<file path="config.mk">
export PLATFORM = sky130hd
export DESIGN_NAME = wcache_top
export DESIGN_NICKNAME = d
export VERILOG_FILES = /design/src/rtl/wcache_pkg.sv /design/src/rtl/wcache_store.sv /design/src/rtl/wcache_timer.sv /design/src/rtl/wcache_ctrl.sv /design/src/rtl/wcache_top.sv
export SDC_FILE = /design/constraint.sdc
export NUM_CORES = 1
export LEC_CHECK = 0
export ABC_CLOCK_PERIOD_IN_PS = 3650
export BUFFER_PORTS_ARGS = -buffer_cell sky130_fd_sc_hd__buf_2
export CORE_MARGIN = 1.5
export CORE_UTILIZATION = 63
export CTS_BUF_LIST = sky130_fd_sc_hd__clkbuf_4
export DETAILED_ROUTE_END_ITERATION = 7
export PLACE_DENSITY_LB_ADDON = 0.05
export SLEW_MARGIN = 20
export SYNTH_ARGS = -nofsm -noshare
export SYNTH_HDL_FRONTEND = slang
export SYNTH_HIERARCHICAL = 1
export SYNTH_SLANG_ARGS = --single-unit
</file>
<file path="constraint.sdc">
create_clock -name clk -period 3.65 [get_ports clk]
set_input_delay 0.1825 -clock clk [delete_from_list [all_inputs] [get_ports clk]]
set_output_delay 0.1825 -clock clk [all_outputs]
set_load 0.02 [all_outputs]
</file>
<file path="src/rtl/wcache_pkg.sv">
// Shared types for the page write cache.
package wcache_pkg;
    // Sequencer states: idle, loading bytes, scanning a page, waiting out a page write
    typedef enum logic [1:0] {
        ST_IDLE = 2'd0,
        ST_LOAD = 2'd1,
        ST_SCAN = 2'd2,
        ST_WAIT = 2'd3
    } wc_state_e;
endpackage

</file>
<file path="src/rtl/wcache_store.sv">
// Byte storage of the write cache with a valid flag per byte.
// Assumes PAGE_BYTES and NUM_PAGES are powers of two. Reads out one whole
// page, selected by rd_page, for the flush.
module wcache_store #(
    parameter int PAGE_BYTES = 8,
    parameter int NUM_PAGES  = 8
) (
    input  logic                               clk,
    input  logic                               rst_n,
    input  logic                               wr_en,
    input  logic [$clog2(PAGE_BYTES*NUM_PAGES)-1:0] wr_idx,
    input  logic [7:0]                         wr_byte,
    input  logic                               clr,
    input  logic [$clog2(NUM_PAGES)-1:0]       rd_page,
    output logic [8*PAGE_BYTES-1:0]            rd_data,
    output logic [PAGE_BYTES-1:0]              rd_valid,
    output logic                               any_valid
);
    localparam int OFF_W  = $clog2(PAGE_BYTES);
    localparam int NBYTES = PAGE_BYTES * NUM_PAGES;

    logic [7:0]        mem [NBYTES];
    logic [NBYTES-1:0] valid;

    // Valid flags: cleared on reset, command start or flush end; set per written byte
    always_ff @(posedge clk) begin
        if (!rst_n)     valid <= '0;
        else if (clr)   valid <= '0;
        else if (wr_en) valid[wr_idx] <= 1'b1;
    end

    // Data bytes: written in place, no reset needed since valid gates use
    always_ff @(posedge clk) begin
        if (wr_en) mem[wr_idx] <= wr_byte;
    end

    // Page read-out, one lane per byte offset
    for (genvar b = 0; b < PAGE_BYTES; b++) begin : g_lane
        localparam logic [OFF_W-1:0] BO = OFF_W'(b);
        assign rd_data[8*b +: 8] = mem[{rd_page, BO}];
        assign rd_valid[b]       = valid[{rd_page, BO}];
    end

    assign any_valid = |valid;
endmodule

</file>
<file path="src/rtl/wcache_timer.sv">
// Page write cycle timer. A start pulse begins a window of PAGE_CYCLES
// clocks; done is high in the last clock of that window. PAGE_CYCLES >= 1.
module wcache_timer #(
    parameter int PAGE_CYCLES = 1250000
) (
    input  logic clk,
    input  logic rst_n,
    input  logic start,
    output logic done
);
    localparam int CNT_W = $clog2(PAGE_CYCLES + 1);

    logic             run;
    logic [CNT_W-1:0] cnt;

    // Countdown from PAGE_CYCLES-1 to zero while running
    always_ff @(posedge clk) begin
        if (!rst_n) begin
            run <= 1'b0;
            cnt <= '0;
        end else if (start) begin
            run <= 1'b1;
            cnt <= CNT_W'(PAGE_CYCLES - 1);
        end else if (run) begin
            if (cnt == '0) run <= 1'b0;
            else           cnt <= cnt - 1'b1;
        end
    end

    assign done = run && (cnt == '0);
endmodule

</file>
<file path="src/rtl/wcache_ctrl.sv">
// Load pointer and flush sequencer. Captures the command's page and offset,
// steers data bytes into the cache, and on Stop walks the cache pages,
// issuing one array write per loaded, unlocked page. Input priority while
// loading: begin, abort, stop, data byte.
module wcache_ctrl
    import wcache_pkg::*;
#(
    parameter int ADDR_W     = 13,
    parameter int PAGE_BYTES = 8,
    parameter int NUM_PAGES  = 8
) (
    input  logic                          clk,
    input  logic                          rst_n,
    input  logic                          ld_begin,
    input  logic [ADDR_W-1:0]             ld_addr,
    input  logic                          ld_valid,
    input  logic                          ld_stop,
    input  logic                          ld_abort,
    input  logic                          any_valid,
    input  logic                          page_any,
    input  logic                          wp_locked,
    input  logic                          tmr_done,
    output logic                          wr_en,
    output logic [$clog2(PAGE_BYTES*NUM_PAGES)-1:0] wr_idx,
    output logic                          clr,
    output logic [$clog2(NUM_PAGES)-1:0]  rd_page,
    output logic                          tmr_start,
    output logic                          arr_wr,
    output logic [ADDR_W-1:0]             page_addr,
    output logic                          busy
);
    localparam int OFF_W = $clog2(PAGE_BYTES);
    localparam int PG_W  = $clog2(NUM_PAGES);
    localparam int IDX_W = PG_W + OFF_W;
    localparam int PN_W  = ADDR_W - OFF_W;

    wc_state_e        st;
    logic [IDX_W-1:0] ptr;
    logic [PN_W-1:0]  base_pn;
    logic [PG_W-1:0]  pg;
    logic             last_pg;
    logic             accept_begin;
    logic             do_write;
    logic             flush_end;

    // Decode of the current cycle's actions
    always_comb begin
        last_pg      = (pg == PG_W'(NUM_PAGES - 1));
        accept_begin = ld_begin && (st == ST_IDLE || st == ST_LOAD);
        do_write     = (st == ST_SCAN) && page_any && !wp_locked;
        flush_end    = ((st == ST_SCAN) && !do_write && last_pg) ||
                       ((st == ST_WAIT) && tmr_done && last_pg);
        wr_en        = (st == ST_LOAD) && ld_valid && !ld_begin && !ld_abort && !ld_stop;
        wr_idx       = ptr;
        clr          = accept_begin || ((st == ST_LOAD) && ld_abort && !ld_begin) || flush_end;
        rd_page      = pg;
        tmr_start    = do_write;
        arr_wr       = do_write;
        page_addr    = {base_pn + PN_W'(pg), {OFF_W{1'b0}}};
        busy         = (st == ST_SCAN) || (st == ST_WAIT);
    end

    // State, pointer, base page and page counter
    always_ff @(posedge clk) begin
        if (!rst_n) begin
            st      <= ST_IDLE;
            ptr     <= '0;
            base_pn <= '0;
            pg      <= '0;
        end else begin
            case (st)
                ST_IDLE: begin
                    if (ld_begin) begin
                        st      <= ST_LOAD;
                        base_pn <= ld_addr[ADDR_W-1:OFF_W];
                        ptr     <= {{PG_W{1'b0}}, ld_addr[OFF_W-1:0]};
                    end
                end
                ST_LOAD: begin
                    if (ld_begin) begin
                        base_pn <= ld_addr[ADDR_W-1:OFF_W];
                        ptr     <= {{PG_W{1'b0}}, ld_addr[OFF_W-1:0]};
                    end else if (ld_abort) begin
                        st <= ST_IDLE;
                    end else if (ld_stop) begin
                        st <= any_valid ? ST_SCAN : ST_IDLE;
                        pg <= '0;
                    end else if (ld_valid) begin
                        ptr <= ptr + 1'b1;
                    end
                end
                ST_SCAN: begin
                    if (do_write)     st <= ST_WAIT;
                    else if (last_pg) st <= ST_IDLE;
                    else              pg <= pg + 1'b1;
                end
                default: begin
                    if (tmr_done) begin
                        if (last_pg) st <= ST_IDLE;
                        else begin
                            pg <= pg + 1'b1;
                            st <= ST_SCAN;
                        end
                    end
                end
            endcase
        end
    end
endmodule

</file>
<file path="src/rtl/wcache_top.sv">
// Page write cache top: cache storage, flush sequencer and page timer.
// Assumes protection granules are whole pages, so one query per page is
// enough, and that load inputs arrive already synchronised to clk.
module wcache_top #(
    parameter int ADDR_W      = 13,
    parameter int PAGE_BYTES  = 8,
    parameter int NUM_PAGES   = 8,
    parameter int PAGE_CYCLES = 1250000
) (
    input  logic                    clk,
    input  logic                    rst_n,
    input  logic                    ld_begin,
    input  logic [ADDR_W-1:0]       ld_addr,
    input  logic                    ld_valid,
    input  logic [7:0]              ld_data,
    input  logic                    ld_stop,
    input  logic                    ld_abort,
    output logic [ADDR_W-1:0]       wp_query_addr,
    input  logic                    wp_locked,
    output logic                    arr_wr,
    output logic [ADDR_W-1:0]       arr_addr,
    output logic [PAGE_BYTES-1:0]   arr_be,
    output logic [8*PAGE_BYTES-1:0] arr_data,
    output logic                    busy
);
    localparam int PG_W  = $clog2(NUM_PAGES);
    localparam int IDX_W = $clog2(PAGE_BYTES * NUM_PAGES);

    logic                  wr_en;
    logic [IDX_W-1:0]      wr_idx;
    logic                  clr;
    logic [PG_W-1:0]       rd_page;
    logic [PAGE_BYTES-1:0] rd_valid;
    logic                  any_valid;
    logic                  tmr_start;
    logic                  tmr_done;
    logic [ADDR_W-1:0]     page_addr;

    wcache_store #(
        .PAGE_BYTES(PAGE_BYTES),
        .NUM_PAGES (NUM_PAGES)
    ) u_store (
        .clk      (clk),
        .rst_n    (rst_n),
        .wr_en    (wr_en),
        .wr_idx   (wr_idx),
        .wr_byte  (ld_data),
        .clr      (clr),
        .rd_page  (rd_page),
        .rd_data  (arr_data),
        .rd_valid (rd_valid),
        .any_valid(any_valid)
    );

    wcache_ctrl #(
        .ADDR_W    (ADDR_W),
        .PAGE_BYTES(PAGE_BYTES),
        .NUM_PAGES (NUM_PAGES)
    ) u_ctrl (
        .clk      (clk),
        .rst_n    (rst_n),
        .ld_begin (ld_begin),
        .ld_addr  (ld_addr),
        .ld_valid (ld_valid),
        .ld_stop  (ld_stop),
        .ld_abort (ld_abort),
        .any_valid(any_valid),
        .page_any (|rd_valid),
        .wp_locked(wp_locked),
        .tmr_done (tmr_done),
        .wr_en    (wr_en),
        .wr_idx   (wr_idx),
        .clr      (clr),
        .rd_page  (rd_page),
        .tmr_start(tmr_start),
        .arr_wr   (arr_wr),
        .page_addr(page_addr),
        .busy     (busy)
    );

    wcache_timer #(
        .PAGE_CYCLES(PAGE_CYCLES)
    ) u_timer (
        .clk  (clk),
        .rst_n(rst_n),
        .start(tmr_start),
        .done (tmr_done)
    );

    // Both the security query and the array write use the page under flush
    assign wp_query_addr = page_addr;
    assign arr_addr      = page_addr;
    assign arr_be        = rd_valid;
endmodule

</file>
# Word-level counts from Yosys, hierarchy flattened
# Memory sizes are Yosys's and may differ from the RTL's. A register that Yosys moved wholly into a read port is not among the register bits.
# Index checks and enable logic that the tools add are counted.
# totals
ff_bits	107
ramBits	512
input_bits	28
output_inout_bits	100
wordCells	149
n_memories	1
# classes
add_sub_neg	4
n_lt_le_gt_ge	10
n_eq_ne	15
n_mux	65
bitwise	4
n_reduce_logical	42
# memory_table
memory	words	width	read_ports	rd_ports_with_merged_regs	write_ports	line_no	text
u_store.mem	64	8	8	8	1	wcache_store.sv:22	logic [7:0] mem [NBYTES];
# op_table
cell	count
$mux W6	21
$or A64 B64 Y64	1
$reduce_or A64 Y1	1
$lt A6 B7 Y1 const B	9
$mux W21	3
$bmux W1 S3	8
$logic_not A21 Y1	1
$sub A21 B1 Y21 const B	1
$mux W2	9
$mux W3	6
$logic_and A1 B1 Y1	15
$mux W1	14
$ne A2 B2 Y1 const B	6
$ne A3 B3 Y1 const B	4
$pmux W6 S2	1
$add A10 B3 Y10	1
$reduce_and A5 Y1	2
$pmux W3 S3	1
$reduce_or A8 Y1	1
$add A6 B1 Y6 const B	1
$demux W1 S6	1
$ge A6 B1 Y1 const B	1
$pmux W2 S3	1
$reduce_and A2 Y1	3
other kinds (14)	28

# Logic depth before layout (Yosys ltp)
# Gate-level depths: netlist of run 1.
# logic_depth
depth_word	11
ltp_mapped	14
depth_no_buf	10

# Modules after synthesis
# The synthesis of run 1 kept the hierarchy.
# by_module_without_submodules
mod	n_inst	cells_per_inst	area_per_inst_um2	seq_area_each_um2
wcache_store	1	1021	22362.7	16656.0
wcache_ctrl	1	179	1436.4	420.4
wcache_timer	1	126	1123.6	440.4
wcache_top	1	16	113.9	0.0

# Worst setup path before layout of run 1
# No wires, ideal clock.
# synth_timing
path_kind	reg2reg
start	reg u_ctrl.pg[0] (netlist: u_ctrl/rd_page[0])
end	reg u_timer.cnt[12]
setup_ns	0.137
arrival_time_ns	3.016
required_ns	3.513
slack_ns	0.497
stages_incl_launch_ff	13
path_buffers	5
period_less_slack_ns	3.153
path_cell_list	dfxtp_1 > buf_6 > buf_2 > mux4_2 > mux2_2 > nor4_1 > nand2_1 > and3b_1 > clkbuf_1 > buf_4 > inv_1 > clkbuf_1 > a21boi_0
# synth_between
elab_chain_len	7
word_cells_on_any_way	23
classes_between	eq/ne (1); mux (17); reduce/logical (5)
# synth_rtl
element	line_no	text
start, declared	wcache_ctrl.sv:40	logic [PG_W-1:0] pg;
start signal, assigned	wcache_ctrl.sv:95	else pg <= pg + 1'b1;
start signal, assigned	wcache_ctrl.sv:101	pg <= pg + 1'b1;
$bmux W1 S3 *	wcache_store.sv:41	assign rd_valid[b] = valid[{rd_page, BO}];
$mux W1 (implied by the code) *	wcache_store.sv:41	
net arr_be[1]	wcache_top.sv:22	output logic [PAGE_BYTES-1:0] arr_be,
$reduce_or A8 Y1 *	wcache_top.sv:68	.page_any (|rd_valid),
$logic_and A1 B1 Y1 * (2 in series)	wcache_ctrl.sv:50	do_write = (st == ST_SCAN) && page_any && !wp_locked;
net arr_wr	wcache_top.sv:20	output logic arr_wr,
$ne A2 B2 Y1 (no source line) / $reduce_bool A2 Y1 (equally long branches)	-	
$reduce_and A2 Y1 (no source line)	-	
end signal, assigned	wcache_timer.sv:23	cnt <= CNT_W'(PAGE_CYCLES - 1);
end signal, assigned	wcache_timer.sv:26	else cnt <= cnt - 1'b1;
end, declared	wcache_timer.sv:14	logic [CNT_W-1:0] cnt;
# The timed path passes the listed nets; every way through them passes the cells marked *. The select of a mux whose other input is x is not followed.
# A chain may end at the register's enable or synchronous reset.

# Worst setup path in the final report of run 1
# layout_timing
start	reg u_ctrl.pg[0] (netlist: u_ctrl/rd_page[0])
end	out arr_wr
# layout_between
elab_chain_len	5
word_cells_on_any_way	19
classes_between	mux (16); reduce/logical (3)
# layout_rtl
element	line_no
$bmux W1 S3	wcache_store.sv:41
$mux W1 (implied by the code)	wcache_store.sv:41
$reduce_or A8 Y1 *	wcache_top.sv:68
$logic_and A1 B1 Y1 * (2 in series)	wcache_ctrl.sv:50
end, declared	wcache_top.sv:20
# Every way passes the cells marked *; elsewhere a longest branch is shown, timed or not. The select of a mux whose other input is x is not followed.

==> impl_metrics.toml, run 1 <==
[finish]
finalNetCount = 1704
multi_input_area_um2 = 6944
postLayoutCellArea_um2 = 29020
final_cells = 2301
ff_latch_area_um2 = 17530
nFillCells = 2381
area_delta_synth_final_pct = 15.89
drive_above_1_share_pct = 38.27
final_util_pct = 74.56

[global_route]
grt_pass1_vias = 14080
use_met3_pct = 6.385
busiest_layer = "met2"
use_met2_pct = 44.40
use_met1_pct = 36.04
antenna_found_initial = 2
overflow = 0
grt_max_degree = 65
grt_usage_pct = 26.91
grt_pass1_wl_um = 81880

[timing]
fmax_ghz = 0.2807
setup_viol = 0
fin_crit_sh_pct = 97.59
rsz0062_at_grt = "false"
fin_tns_setup_ps = 0
setup_ws_ps = 88.00
hold_slack_ps = 101.9
tightest_slew_ps = 887.7
hold_viol_final = 0
max_slew_margin_pct = 40.74
fin_worst_skew_ps = 54.89
finalMaxSlewViolations = 0
period_minus_slack_ps = 3562

[critical_path]
worstPathRequired_ps = 3470
cp-start-kind = "register"
endpoint_kind = "primary output"
path_class = "reg -> out"
path_max_fanout = 11
crit_arrival_ps = 3380

[power_and_ir_drop]
clockPowerShare_pct = 41.8
leakage_nw = 10.01
p_sw_mw = 2.940
power.density_nw_per_um2 = 483.4
combPwrFrac_pct = 3.4
total_power_mw = 14.03
swShare_pct = 20.96
seq_power_share_pct = 54.8
ir_worst_vdd_mv = 0.3345
cellInternalPower_mw = 11.09

[detailed_routing]
dr.pass1.iters = 7
via_count = 13780
drt-total-wl_um = 53600
via_per_inst = 5.988
drc = 0
initialDrtViolationCount = 1128
drtAntennaViolNets = 0
avgRoutedWirePerCell_um = 23.29

[clocking]
htree_num_levels = 4
cts.clk_slew.worst_paths_ps = 60
numCtsBuffers = 152
clock_sinks = 619
clockBufferDepth = 3
tritoncts = "done"
clk_latency_ps = 820
cts_root_buf = "clkbuf_4"

[die]
ioPinCount = 128
rows = 72
start_util_pct = 64.33
die_w_um = 202.4
fp.coreArea_um2 = 38920
die_y_um = 202.4
dieArea_um2 = 40950

[synth]
syn_area_per_cell_um2 = 18.66
seq_area_frac_synth_pct = 69.97
ys.flop_type = "edfxtp_1"
netlist_area_um2 = 25040
syn_inst = 1342
ys_ff_latch = 619
postSynth.asyncResetShare_pct = 0
ys_warn_count = 6
synth_edf_count = 512
synth_cell_types = 64

[placed_design]
gp_congestion = 0.9519
dp.cells = 1975
pre_cts_ws_ps = 572.3
dp_hpwl_um = 31370
dpl_cell_area_um2 = 26410
port_buffers = 121

[status]
outcome = "complete, no violations"

[worst_hold_path]
hold_path_class = "in -> reg"

[job]
maxCapViolations = 0
## power groups by stage
| stage | Clock (mW) | Sequential (mW) | Combinational (mW) |
|---|---|---|---|
| floorplan | 0 | 7.83 | 0.237 |
| global placement | 0 | 7.85 | 0.381 |
| detailed placement | 0 | 7.85 | 0.394 |
| CTS | 6.00 | 7.69 | 0.456 |
| global route | 6.37 | 7.69 | 0.507 |
| finish | 5.86 | 7.69 | 0.470 |
## cell families (layout without fill, tap and decap cells)
| group | count (synthesis) | in the layout | synth area share (%) |
|---|---|---|---|
| flip-flops | 619 | 619 | 69.97 |
| AND/OR/NAND/NOR | 232 | 232 | 4.898 |
| multiplexers | 220 | 220 | 17.33 |
| AO/OA/AOI/OAI | 127 | 127 | 3.728 |
| buffers and inverters | 104 | 542 | 2.459 |
| XOR/XNOR | 25 | 25 | 0.8746 |
| adder cells (fa/ha/maj) | 14 | 14 | 0.7297 |
| other | 1 | 4 | 0.01498 |
## layout by cell type, fill, tap and decap left out, types with 50 or more instances in the layout
cell type,instances
buf_4,80
o21a_1,66
edfxtp_1,512
dfxtp_1,104
mux4_2,139
nor2_1,71
clkbuf_4,241
buf_2,114
mux2_4,60
dlygate4sd3_1,50
## synthesized netlist by cell type (all sizes together), types with 10 or more instances
library cell	number	share of area, %
edfxtp	512	61
mux4	144	13
dfxtp	107	8.6
mux2	73	4.2
nor2	71	1.1
o21a	66	2.0
buf	53	1.7
nand2	43	0.64
clkbuf	34	0.51
nor4	26	0.65
a21boi	22	0.66
nor3	19	0.38
inv	17	0.25
xnor2	15	0.52
o21ai	14	0.35
ha	13	0.65
xor2	10	0.35
## worst max-delay path, cell delays in order (launching register included)
cell,delay (ps)
dfxtp_4,520
mux4_2,550
mux2_2,290
nor4_1,500
nand2_1,220
and3b_1,320
buf_2,210
## layout make-up
cell class	instances	share of cell area, %
inverter	17	0.2199
clock buffer	241	6.235
multi-input combinational	621	23.93
antenna	1	0.008624
timing repair buffer	251	6.162
sequential	619	60.41
tap	518	2.234
clock inverter	33	0.7978
## sequential cells by signal, summed over array words and instances, names as in the netlist
register and count:
u_timer/cnt 21, u_ctrl/base_pn 10, u_ctrl/rd_page 3, u_store/valid 64, u_ctrl/st 2, u_store/mem 512
u_ctrl/wr_idx 6, u_timer/run 1
## per-layer routing
metal	vias up	wire [um]	share of wire, %
met3	92	3772	7.0
met5	-	10	0.019
li1	6109	-	-
met1	7047	21850	41
met4	2	716	1.3
met2	529	27250	51
## final timing paths
check,cells past startpoint,slack (ps),to,from
setup / recovery,6,90,arr_wr,u_ctrl/rd_page[0]
hold / removal,4,100,u_ctrl/st[0],wp_locked
setup reg to reg,9,320,u_ctrl/st[0],u_ctrl/rd_page[0]
hold reg to reg,2,490,u_timer/cnt[20],u_timer/cnt[20]
## repair_timing
action                                 4_1_cts  5_1_grt
setup endpoints to repair                    9        9
gates resized for setup                      4        3
buffers inserted                             0        1
hold buffers                                45        5
endpoints found under the hold margin      187      293
Power figures use the tool's default switching activity.
==> run 2: changes to the inputs <==
--- a/config.mk
+++ b/config.mk
@@ -5,8 +5,8 @@
 export SDC_FILE = /design/constraint.sdc
 export NUM_CORES = 1
 export LEC_CHECK = 0
-export ABC_CLOCK_PERIOD_IN_PS = 3650
 export BUFFER_PORTS_ARGS = -buffer_cell sky130_fd_sc_hd__buf_2
+export CORE_ASPECT_RATIO = 0.9
 export CORE_MARGIN = 1.5
 export CORE_UTILIZATION = 63
 export CTS_BUF_LIST = sky130_fd_sc_hd__clkbuf_4
@@ -15,5 +15,4 @@
 export SLEW_MARGIN = 20
 export SYNTH_ARGS = -nofsm -noshare
 export SYNTH_HDL_FRONTEND = slang
-export SYNTH_HIERARCHICAL = 1
 export SYNTH_SLANG_ARGS = --single-unit
==> impl_metrics.toml, run 2 <==
[finish]
largest-register = "u_store.mem"
finalNetCount = 1709
ff_latch_area_um2 = 17590
area_delta_synth_final_pct = 16.68
drive_above_1_share_pct = 37.94
multi_input_area_um2 = 6475
final_util_pct = 74.60
reg_top3 = "u_store.mem x512, u_store.valid x64, u_timer.cnt x21"
final_common_cell = "edfxtp_1"
nFillCells = 2291
final_cell_mix = "edfxtp_1, clkbuf_4, mux4_2"
largest_reg_flops = 512

[synth]
synth_top_cell_by_area = "edfxtp_1"
postSynth.asyncResetShare_pct = 0
ys.flop_type = "edfxtp_1"
ys_ff_latch = 622
synthSimpleGateAreaFrac_pct = 4.330
synth_cell_types = 57
synth-adder-area-share_pct = 0.5916
synth_most_common_cell = "edfxtp_1"
ys_warn_count = 0
synth_xor_xnor_area_share_pct = 1.035
netlist_area_um2 = 24530
synthMuxAreaShare_pct = 16.82
syn_inst = 1327
synth_common_cells = "edfxtp_1, mux4_2, dfxtp_1"
seq_area_frac_synth_pct = 71.64
yosysTopAreaCellShare_pct = 62.67
syn_area_per_cell_um2 = 18.49
synth_top_family_by_area = "multiplexers"
synth-compound-area-share_pct = 3.437
synth_edf_count = 512
synth.area.top_cells = "edfxtp_1, mux4_2, dfxtp_1, mux2_2, o21a_1"

[power_and_ir_drop]
leakage_nw = 9.825
ir_worst_vdd_mv = 0.2841
power.density_nw_per_um2 = 522.4

[die]
die_w_um = 211.0
die_y_um = 190.2
dieArea_um2 = 40140
ioPinCount = 128
rows = 68
fp.coreArea_um2 = 38370
start_util_pct = 63.94

[critical_path]
path_class = "reg -> out"
endpoint_kind = "primary output"
crit_chain = "buf_12 > buf_4 > mux4_1 > mux2_2 > nor4_2 > a211o_1 > buf_8 > inv_2 > buf_2"
worstPathRequired_ps = 3470
crit_start = "u_ctrl.rd_page[0]"
worst-path-buf-inv = 5
r2r-start = "u_ctrl.rd_page[0]"
cpMaxStageDelayCell = "mux4_1"
cp-start-kind = "register"
critical_path.top_delay_family = "multiplexers"
crit_arrival_ps = 3300
crit_path_max_incr_delay_ps = 530
path_max_fanout = 16

[timing]
hold_viol_final = 0
period_minus_slack_ps = 3486
fmax_ghz = 0.2869
fin_worst_skew_ps = 47.99
fin_crit_sh_pct = 95.51
fin_tns_setup_ps = 0
max_slew_margin_pct = 27.97
setup_viol = 0
rsz0062_at_grt = "false"
tightest_slew_ps = 1080
finalMaxSlewViolations = 0

[global_route]
grt_pass1_wl_um = 79900
grt_pass1_vias = 13940
grt_usage_pct = 27.15
grt_max_degree = 129
overflow = 0
antenna_found_initial = 1

[clocking]
clockBufferDepth = 3
cts_root_buf = "clkbuf_4"
cts.clk_slew.worst_paths_ps = 60
clock_sinks = 622
numCtsBuffers = 152
tritoncts = "done"
clk_latency_ps = 820
htree_num_levels = 4

[placed_design]
dp_hpwl_um = 30690
gp_congestion = 0.8915
port_buffers = 121

[detailed_routing]
dr.pass1.iters = 5
initialDrtViolationCount = 1140
drtAntennaViolNets = 0
via_per_inst = 5.882
drc = 0
via_count = 13560
drt-total-wl_um = 52530
avgRoutedWirePerCell_um = 22.79

[worst_hold_path]
hp-start = "ld_valid"
hold_path_class = "in -> reg"

[status]
outcome = "complete, no violations"

[job]
maxCapViolations = 0
run 2: changes by cell type in the layout (fill, tap and decap cells not counted), moves of 9 or more:
| cell | delta |
|---|---|
| a21oi_1 | +19 |
| nor2_1 | +23 |
| nor3_1 | -9 |
| clkbuf_4 | -16 |
| mux2_4 | -60 |
| mux2_2 | +59 |
| a21boi_0 | -20 |
| buf_4 | +9 |
run 2: metrics by stage:
stage	cell area [um2]	hold WS, ps	power, mW	instances	setup slack [ps]
6_report	28630	257.5	14.96	2305	164.0
4_1_cts	28520	112.3	15.07	2295	21.02
3_5_place_dp	26100	427.1	9.336	1986	417.6
5_1_grt	28630	220.5	15.57	2305	13.57
2_1_floorplan	24550	281.4	8.948	1332	1031
3_3_place_gp	26100	423.2	9.321	1986	536.9
run 2: area by class of cell:
class	instances	share of cell area [%]
timing repair buffer	263	6.600
tap	525	2.295
clock buffer	225	5.901
clock inverter	38	0.8785
antenna	1	0.008742
sequential	622	61.45
inverter	19	0.2491
multi-input combinational	612	22.62
run 2: cells by family after synthesis:
kind of cell / after synthesis
fa+ha+maj: 11
buf+inv: 98
compound gates: 119
flops: 622
xor+xnor: 29
mux: 220
other cells: 1
simple gates: 227
run 2: worst register-to-register path, stage by stage (launching register included):
cell and delay (ps):
dfxtp_2 400, buf_12 180, buf_4 130, mux4_1 530, mux2_2 320, nor4_2 230, a211o_1 250, buf_8 180
inv_2 100, o311a_1 330, dlygate4sd3_1 550
run 2: path summary, 6_finish.rpt:
kind | endpoint | slack [ps] | cells past startpoint
hold / removal | u_ctrl.wr_idx[1] | 260 | 6
setup / recovery | arr_wr | 160 | 9
hold reg to reg | u_timer.cnt[20] | 480 | 2
setup reg to reg | register | 360 | 10
run 2: what timing repair did:
action	CTS	global route
pin swaps	1	1
hold buffers	46	4
gates resized for setup	7	2
hold endpoints to repair	113	256
buffers inserted	0	5
setup endpoints to repair	1	1
run 2: metal layers:
layer,part of all wire (%),GRT usage [%],up-vias
li1,-,-,6067
met1,42,37.38,6898
met2,49,43.04,526
met3,7.8,7.362,68
met4,1.6,8.379,0
met5,0,0,-
run 2: power breakdown:
group / internal, mW / total [mW] / switching, mW
Clock: 3.09 / 5.68 / 2.59
Sequential: 7.70 / 7.81 / 0.104
Combinational: 0.698 / 1.47 / 0.769
